--- config.mk ---
export PLATFORM = sky130hd
export DESIGN_NAME = rx_deser_mute
export DESIGN_NICKNAME = d
export VERILOG_FILES = /design/src/rtl/rxdes_pkg.sv /design/src/rtl/rxdes_bitcnt.sv /design/src/rtl/rxdes_shift.sv /design/src/rtl/rxdes_mute.sv /design/src/rtl/rx_deser_mute.sv
export SDC_FILE = /design/constraint.sdc
export NUM_CORES = 1
export LEC_CHECK = 0
export BUFFER_PORTS_ARGS = -buffer_cell sky130_fd_sc_hd__buf_4
export CAP_MARGIN = 20
export CORE_AREA = 4 4 42 44
export CTS_BUF_LIST = sky130_fd_sc_hd__clkbuf_4
export DETAILED_ROUTE_END_ITERATION = 8
export DIE_AREA = 0 0 46 48
export PLACE_DENSITY_LB_ADDON = 0.1
export REMOVE_ABC_BUFFERS = 1
export SYNTH_ARGS = -nofsm -noshare
export SYNTH_HDL_FRONTEND = slang
export SYNTH_SLANG_ARGS = --single-unit
--- constraint.sdc ---
create_clock -name clk_bit_i -period 2.2 [get_ports clk_bit_i]
set_clock_uncertainty 0.1 [all_clocks]
set_input_delay 0.22 -clock clk_bit_i [delete_from_list [all_inputs] [get_ports clk_bit_i]]
set_output_delay 0.22 -clock clk_bit_i [all_outputs]
set_load 0.05 [all_outputs]
--- src/rtl/rxdes_pkg.sv ---
package rxdes_pkg;

   // Mute controls, gathered together for the mute decision logic.
   typedef struct packed {
      logic los_int;
      logic los_ext;
      logic det_dis;
      logic lpbk_any;
   } los_ctl_t;

   // Width of a counter that counts 0 .. n-1 (at least 1 bit).
   function automatic int cnt_width(input int n);
      return (n > 2) ? $clog2(n) : 1;
   endfunction

endpackage

--- src/rtl/rxdes_bitcnt.sv ---
module rxdes_bitcnt #(
   parameter int WORD_W = 8
) (
   input  logic clk_i,
   input  logic rst_i,
   output logic word_last_o,
   output logic par_clk_o
);
   import rxdes_pkg::*;

   localparam int CW   = cnt_width(WORD_W);
   localparam int HALF = WORD_W / 2;

   generate
      if (WORD_W < 2 || (WORD_W % 2) != 0) begin : g_bad_width
         $error("rxdes_bitcnt: WORD_W must be even and at least 2");
      end
   endgenerate

   logic [CW-1:0] cnt;

   assign word_last_o = (cnt == CW'(WORD_W - 1));

   always_ff @(posedge clk_i) begin
      if (rst_i)            cnt <= '0;
      else if (word_last_o) cnt <= '0;
      else                  cnt <= cnt + 1'b1;
   end

   // Parallel clock: low for the first half of the word, high for the second.
   always_ff @(posedge clk_i) begin
      if (rst_i)                        par_clk_o <= 1'b0;
      else if (cnt == CW'(HALF - 1))    par_clk_o <= 1'b1;
      else if (word_last_o)             par_clk_o <= 1'b0;
   end

   AST_PCLK_RISE_MID: assert property (@(posedge clk_i) disable iff (rst_i)
      $rose(par_clk_o) |-> (cnt == CW'(HALF)));

endmodule

--- src/rtl/rxdes_shift.sv ---
module rxdes_shift #(
   parameter int WORD_W    = 8,
   parameter bit MSB_FIRST = 1'b1
) (
   input  logic              clk_i,
   input  logic              rst_i,
   input  logic              ser_i,
   output logic [WORD_W-1:0] word_o
);
   logic [WORD_W-1:0] sh_q;
   logic [WORD_W-1:0] sh_d;

   generate
      if (MSB_FIRST) begin : g_msb
         // The earliest bit moves up towards the MSB.
         assign sh_d = {sh_q[WORD_W-2:0], ser_i};
      end else begin : g_lsb
         assign sh_d = {ser_i, sh_q[WORD_W-1:1]};
      end
   endgenerate

   always_ff @(posedge clk_i) begin
      if (rst_i) sh_q <= '0;
      else       sh_q <= sh_d;
   end

   // The complete word, including the bit sampled at this edge.
   assign word_o = sh_d;

endmodule

--- src/rtl/rxdes_mute.sv ---
module rxdes_mute #(
   parameter int LPBK_N = 2
) (
   input  logic              los_int_i,
   input  logic              los_ext_i,
   input  logic              det_dis_i,
   input  logic [LPBK_N-1:0] lpbk_en_i,
   output logic              mute_o
);
   import rxdes_pkg::*;

   generate
      if (LPBK_N < 1) begin : g_bad_lpbk
         $error("rxdes_mute: LPBK_N must be at least 1");
      end
   endgenerate

   los_ctl_t ctl;

   always_comb begin
      ctl.los_int  = los_int_i;
      ctl.los_ext  = los_ext_i;
      ctl.det_dis  = det_dis_i;
      ctl.lpbk_any = |lpbk_en_i;
      mute_o = (ctl.los_int | ctl.los_ext) & ~ctl.det_dis & ~ctl.lpbk_any;
   end

endmodule

--- src/rtl/rx_deser_mute.sv ---
module rx_deser_mute #(
   parameter int WORD_W    = 8,
   parameter int LPBK_N    = 2,
   parameter bit MSB_FIRST = 1'b1
) (
   input  logic              clk_bit_i,
   input  logic              rst_i,
   input  logic              ser_i,
   input  logic              los_int_i,
   input  logic              los_ext_i,
   input  logic              los_det_dis_i,
   input  logic [LPBK_N-1:0] lpbk_en_i,
   output logic [WORD_W-1:0] par_data_o,
   output logic              par_clk_o,
   output logic              los_mute_o
);
   logic              word_last;
   logic [WORD_W-1:0] word;
   logic              mute_req;

   rxdes_bitcnt #(.WORD_W(WORD_W)) u_cnt (
      .clk_i       (clk_bit_i),
      .rst_i       (rst_i),
      .word_last_o (word_last),
      .par_clk_o   (par_clk_o)
   );

   rxdes_shift #(.WORD_W(WORD_W), .MSB_FIRST(MSB_FIRST)) u_shift (
      .clk_i  (clk_bit_i),
      .rst_i  (rst_i),
      .ser_i  (ser_i),
      .word_o (word)
   );

   rxdes_mute #(.LPBK_N(LPBK_N)) u_mute (
      .los_int_i (los_int_i),
      .los_ext_i (los_ext_i),
      .det_dis_i (los_det_dis_i),
      .lpbk_en_i (lpbk_en_i),
      .mute_o    (mute_req)
   );

   // Output word register, loaded at the word boundary (parallel clock fall).
   always_ff @(posedge clk_bit_i) begin
      if (rst_i) begin
         par_data_o <= '0;
         los_mute_o <= 1'b0;
      end else if (word_last) begin
         par_data_o <= mute_req ? '0 : word;
         los_mute_o <= mute_req;
      end
   end

   AST_DATA_AT_FALL: assert property (@(posedge clk_bit_i) disable iff (rst_i)
      !$stable(par_data_o) |-> $fell(par_clk_o));

   AST_MUTE_ZERO: assert property (@(posedge clk_bit_i) disable iff (rst_i)
      los_mute_o |-> (par_data_o == '0));

   AST_DIS_BLOCKS: assert property (@(posedge clk_bit_i) disable iff (rst_i)
      $rose(los_mute_o) |-> !$past(los_det_dis_i));

   AST_LPBK_BLOCKS: assert property (@(posedge clk_bit_i) disable iff (rst_i)
      $rose(los_mute_o) |-> ($past(lpbk_en_i) == '0));

endmodule

### After elaboration in Yosys (flattened, before gate mapping)

Cells that the tools add are included.

| storage, ports and cells | value |
|---|---|
| register bits after elaboration | 20 |
| bits in latches | 0 |
| memory bits (writable) | 0 |
| ROM bits | 0 |
| input port bits | 8 |
| output and inout bits | 10 |
| word-level logic and storage cells | 19 |
| memories | 0 |

| cells by class | value |
|---|---|
| add/sub/neg operators | 1 |
| multiply operators | 0 |
| div/mod/pow operators | 0 |
| $lt $le $gt $ge | 0 |
| eq/ne operators | 2 |
| shift operators | 0 |
| mux-type cells | 3 |
| bitwise logic cells | 5 |
| reductions and logical operators | 3 |

Operators by type and width:

| kind | count |
|---|---|
| $mux W8 | 1 |
| $reduce_or A2 Y1 | 2 |
| $add A3 B1 Y3 const B | 1 |
| $eq A3 B2 Y1 const B | 1 |
| $eq A3 B3 Y1 const B | 1 |
| $and A1 B1 Y1 | 2 |
| $mux W1 | 2 |
| $not A1 Y1 | 2 |
| $reduce_bool A2 Y1 | 1 |
| $or A1 B1 Y1 | 1 |

### Depth between registers and ports, before layout

| depth | value |
|---|---|
| depth after elaboration | 4 |
| gate-level depth with buffers | 4 |
| gate-level depth less buffers | 4 |

### Hierarchy

Synthesis repeated with hierarchy kept, for this count alone.

| second synthesis, totals | value |
|---|---|
| cell total of the unflattened synthesis | 68 |
| area, all modules | 724.4 sq um |

Modules (own cells, without submodules):

| module | instances | cells an instance | area each (sq um) | sequential area each (sq um) |
|---|---|---|---|---|
| rx_deser_mute | 1 | 37 | 359.1 | 180.2 |
| rxdes_shift | 1 | 15 | 191.4 | 140.1 |
| rxdes_bitcnt | 1 | 14 | 157.7 | 80.1 |
| rxdes_mute | 1 | 2 | 16.3 | 0.0 |

### Least setup slack after synthesis

Ideal clock, no wire load.

| path | value |
|---|---|
| path type | register to register |
| from | register u_cnt.cnt[0] |
| to | register par_data_o[3] |
| library setup time | 0.059 ns |
| arrival time | 1.269 ns |
| required time | 2.041 ns |
| path slack | 0.772 ns |
| stages on the path, launching flop included | 5 |
| path buffers | 0 |
| clock period less this slack | 1.428 ns |
| cell sequence | dfxtp_1 -> ha_1 -> ha_1 -> nor2_1 -> a22o_2 |

| between the ends | value |
|---|---|
| longest elaborated chain between the ends | 1 |

RTL lines:

| what | RTL line | text |
|---|---|---|
| start: declaration | rxdes_bitcnt.sv:20 | `logic [CW-1:0] cnt;` |
| start signal: assignment | rxdes_bitcnt.sv:27 | `else cnt <= cnt + 1'b1;` |
| $eq A3 B3 Y1 | rxdes_bitcnt.sv:22 | `assign word_last_o = (cnt == CW'(WORD_W - 1));` |
| end signal: assignment | rx_deser_mute.sv:49 | `par_data_o <= mute_req ? '0 : word;` |
| end: declaration | rx_deser_mute.sv:13 | `output logic [WORD_W-1:0] par_data_o,` |

No other way between the ends.
A chain may end at the register's enable or synchronous reset.

### Worst setup path in the final report

| path | value |
|---|---|
| from | register u_cnt.cnt[0] |
| to | register par_data_o[4] |

Same word-level chain as after synthesis.

==> metrics.md <==
| Metric | Value |
|---|---|
| Final critical-path required period | 1.636 ns |
| Routed via count | 448 |
| Final Power | 0.5714 mW |
| RSZ-0062 raised after global routing | false |
| Initial core utilization | 0.4591 |
| Hold-fix buffers, CTS | 0 |
| Post-CTS sizing | 0 |
| Seq pwr share | 0.653 |
| Main combinational cell family by area after synthesis | simple AND/OR/NAND/NOR gates |
| Mux share of post-synthesis cell area | 0.01518 |
| WP data required | 2.33 ns |
| Synth Area in Compound Gates | 0.1404 |
| Mean post-synth cell area | 12.21 sq um |
| First-pass GRT wire length | 1869 um |
| # clock sinks | 20 |
| Post-synth EDFFs | 0 |
| Slew HR | 0.6874 |
| Post-Synthesis Cell Area | 659.4 sq um |
| Worst slack, placed | 0.6013 ns |
| Area share of fa/ha/maj cells after synthesis | 0.07590 |
| Die height | 48 um |
| Final HPWL DP | 840.4 um |
| Remaining Overflow, GRT | 0 |
| Htree depth | 1 |
| Synth cell types | 16 |
| Drt wl/cell | 12.39 um |
| Xor and xnor area share after synthesis | 0 |
| Maxcap violations | 0 |
| Crit path largest cell delay | 0.41 ns |
| Most frequent cells in the layout | dfxtp_1 (20), buf_4 (17), nor2b_1 (7) |
| Yosys warns | 0 |
| Comb pwr share | 0.057 |
| Seq. cell area | 400.4 sq um |
| Inserted Diodes | 0 |
| Layout cells sized above 1 | 0.3378 |
| # fillers | 131 |
| Total core area | 0.001436 sq mm |
| Internal power | 0.4524 mW |
| Synth Area in Simple Gates | 0.1480 |
| Area Growth Syn to Fin | 25.62% |
| Fin cells | 90 |
| Worst Slack Setup Final | 0.5637 ns |
| IR drop worst, VDD | 0.4667 mV |
| Critical Path Fanout Max | 8 |
| Post-DRT Antenna Nets | 0 |
| Iteration-0 DRC count of the detailed router | 6 |
| Clock network fraction of design power | 0.290 |
| Final hold vios | 0 |
| Clk_lat worst skew | 0.29 ns |
| Register bit total from synthesis | 20 |
| Mapped Cells | 54 |
| Worst reg2reg path startpoint | u_cnt.cnt[0] |
| Multi-input gate area | 250.2 sq um |
| Pwr dens | 689.8 mW/mm^2 |
| GRT Total Usage | 0.1195 |
| Ys async rst share | 0 |
| Antenna violations before repair | 0 |
| Static leakage | 0.3660 nW |
| Setup crit end | par_data_o[4] |
| Final Routed Wirelength | 1115 um |
| WHS | 0.08701 ns |
| Tcrit/Tclk final | 0.7438 |
| Placed Instances | 86 |
| Min-delay worst type | in -> reg |
| Crit path cell chain | ha_1 -> ha_1 -> nor2_1 -> a22o_2 |
| Worst setup path startpoint | u_cnt.cnt[0] |
| CTS Buffer Depth | 2 |
| Root Buffer | clkbuf_4 |
| Post-CTS setup repair buffer count | 0 |
| Sw power | 0.1190 mW |
| Switching Share | 0.2082 |
| Nets | 87 |
| Die Wd | 46 um |
| Slew Limit Fails | 0 |
| R2r setup slk | 0.56 ns |
| IO buf count | 17 |
| CTS tree | yes |
| R2R Path End | par_data_o[4] |
| Total negative slack | 0 ns |
| DRC | 0 |
| Sequential fraction of the synthesis area | 0.6072 |
| Slowest CP cell | nor2_1 |
| Worst Path Arrival | 1.77 ns |
| Commonest non-fill, non-tap cell in the layout | dfxtp_1 |
| Die area | 0.002208 sq mm |
| Setup Crit Path Kind | reg -> reg |
| Routability cong. | 0.6654 |
| Critical path endpoint category | register |
| CTS buffer count | 3 |
| Io pins | 18 |
| Status | complete, no violations |
| Critical Path Source Type | register |
| Vias in the first global route | 429 |
| Top_reg_cell synth | dfxtp_1 |
| Std-Cell Rows | 14 |
| Largest net degree at the start of global routing | 14 |
| Via density | 4.978 |
| Final setup violation count | 0 |
| 1st-pass router iterations | 4 |
| Fmax | 611.2 MHz |
| Worst-path clk slew | 0.11 ns |
| Worst reg-to-reg path cell count | 4 |
| Pin slew with the least headroom to its limit | 0.4672 ns |
| CP most frequent cell | ha_1 |
==> stage by stage <==
stage,utilization,cell area [sq um]
CTS,0.5767,828.3
finish,0.5767,828.3
global route,0.5767,828.3
detailed placement,0.5584,802.0
floorplan,-,654.4
global placement,0.5584,802.0
==> Yosys cell counts (3+ instances only) <==
cell type | count | area [sq um]
ha_1 | 4 | 50.05
nor2_1 | 4 | 15.01
nor3_1 | 3 | 15.01
a22o_1 | 4 | 35.03
a22o_2 | 3 | 30.03
dfxtp_1 | 20 | 400.4
nor2b_1 | 7 | 43.79
==> logic make-up (layout without fill, tap and decap cells) <==
family | Yosys count | after routing
flip-flops | 20 | 20
AND/OR/NAND/NOR | 17 | 17
AO/OA/AOI/OAI | 10 | 10
adder cells (fa/ha/maj) | 4 | 4
buffers and inverters | 2 | 22
multiplexers | 1 | 1
==> worst min path at each step <==
stage,from,endpoint,cells past startpoint,slack (ns)
after global placement,u_cnt.cnt[0],u_cnt.cnt[0],1,0.34
final,rst_i,u_cnt.cnt[2],2,0.09
after CTS,rst_i,u_cnt.cnt[2],2,0.08
after global routing,rst_i,par_data_o[7],2,0.08
after detailed placement,u_cnt.cnt[0],u_cnt.cnt[0],1,0.35
after floorplan,rst_i,par_data_o[7],1,0.19
==> power by group through the flow <==
stage / Clock [mW] / Sequential [mW] / Combinational [mW]
final: 0.165 / 0.373 / 0.0326
after global routing: 0.191 / 0.375 / 0.0367
after CTS: 0.172 / 0.373 / 0.0333
after detailed placement: 0 / 0.382 / 0.0330
after global placement: 0 / 0.382 / 0.0328
after floorplan: 0 / 0.383 / 0.0143
==> layout make-up <==
| type | count | area share |
|---|---|---|
| inverter | 1 | 0.004532 |
| timing repair buffer | 17 | 0.1541 |
| tap | 16 | 0.02417 |
| multi-input combinational | 32 | 0.3021 |
| clock buffer | 3 | 0.02719 |
| clock inverter | 1 | 0.004532 |
| sequential | 20 | 0.4834 |
==> worst max-delay path: cells and delay by family (launching register included) <==
kind | cells | cell delay [ns]
AOI/OAI and AO/OA | 1 | 0.23
and+or+nand+nor | 1 | 0.41
adders and majority gates | 2 | 0.50
DFF | 1 | 0.34
==> layer usage <==
metal,vias up,global-route usage,routed length [um]
met2,15,0.1868,494
li1,226,-,-
met3,0,0.04135,97
met5,-,0,0
met4,0,0.05114,0
met1,207,0.1490,523
==> flip-flops by register name, indices dropped and copies added, names as in the netlist <==
register and flops:
u_cnt.par_clk_o 1, los_mute_o 1, par_data_o 8, u_shift.sh_q 7
u_cnt.cnt 3
Note: power is estimated with default switching activity, not from simulation.
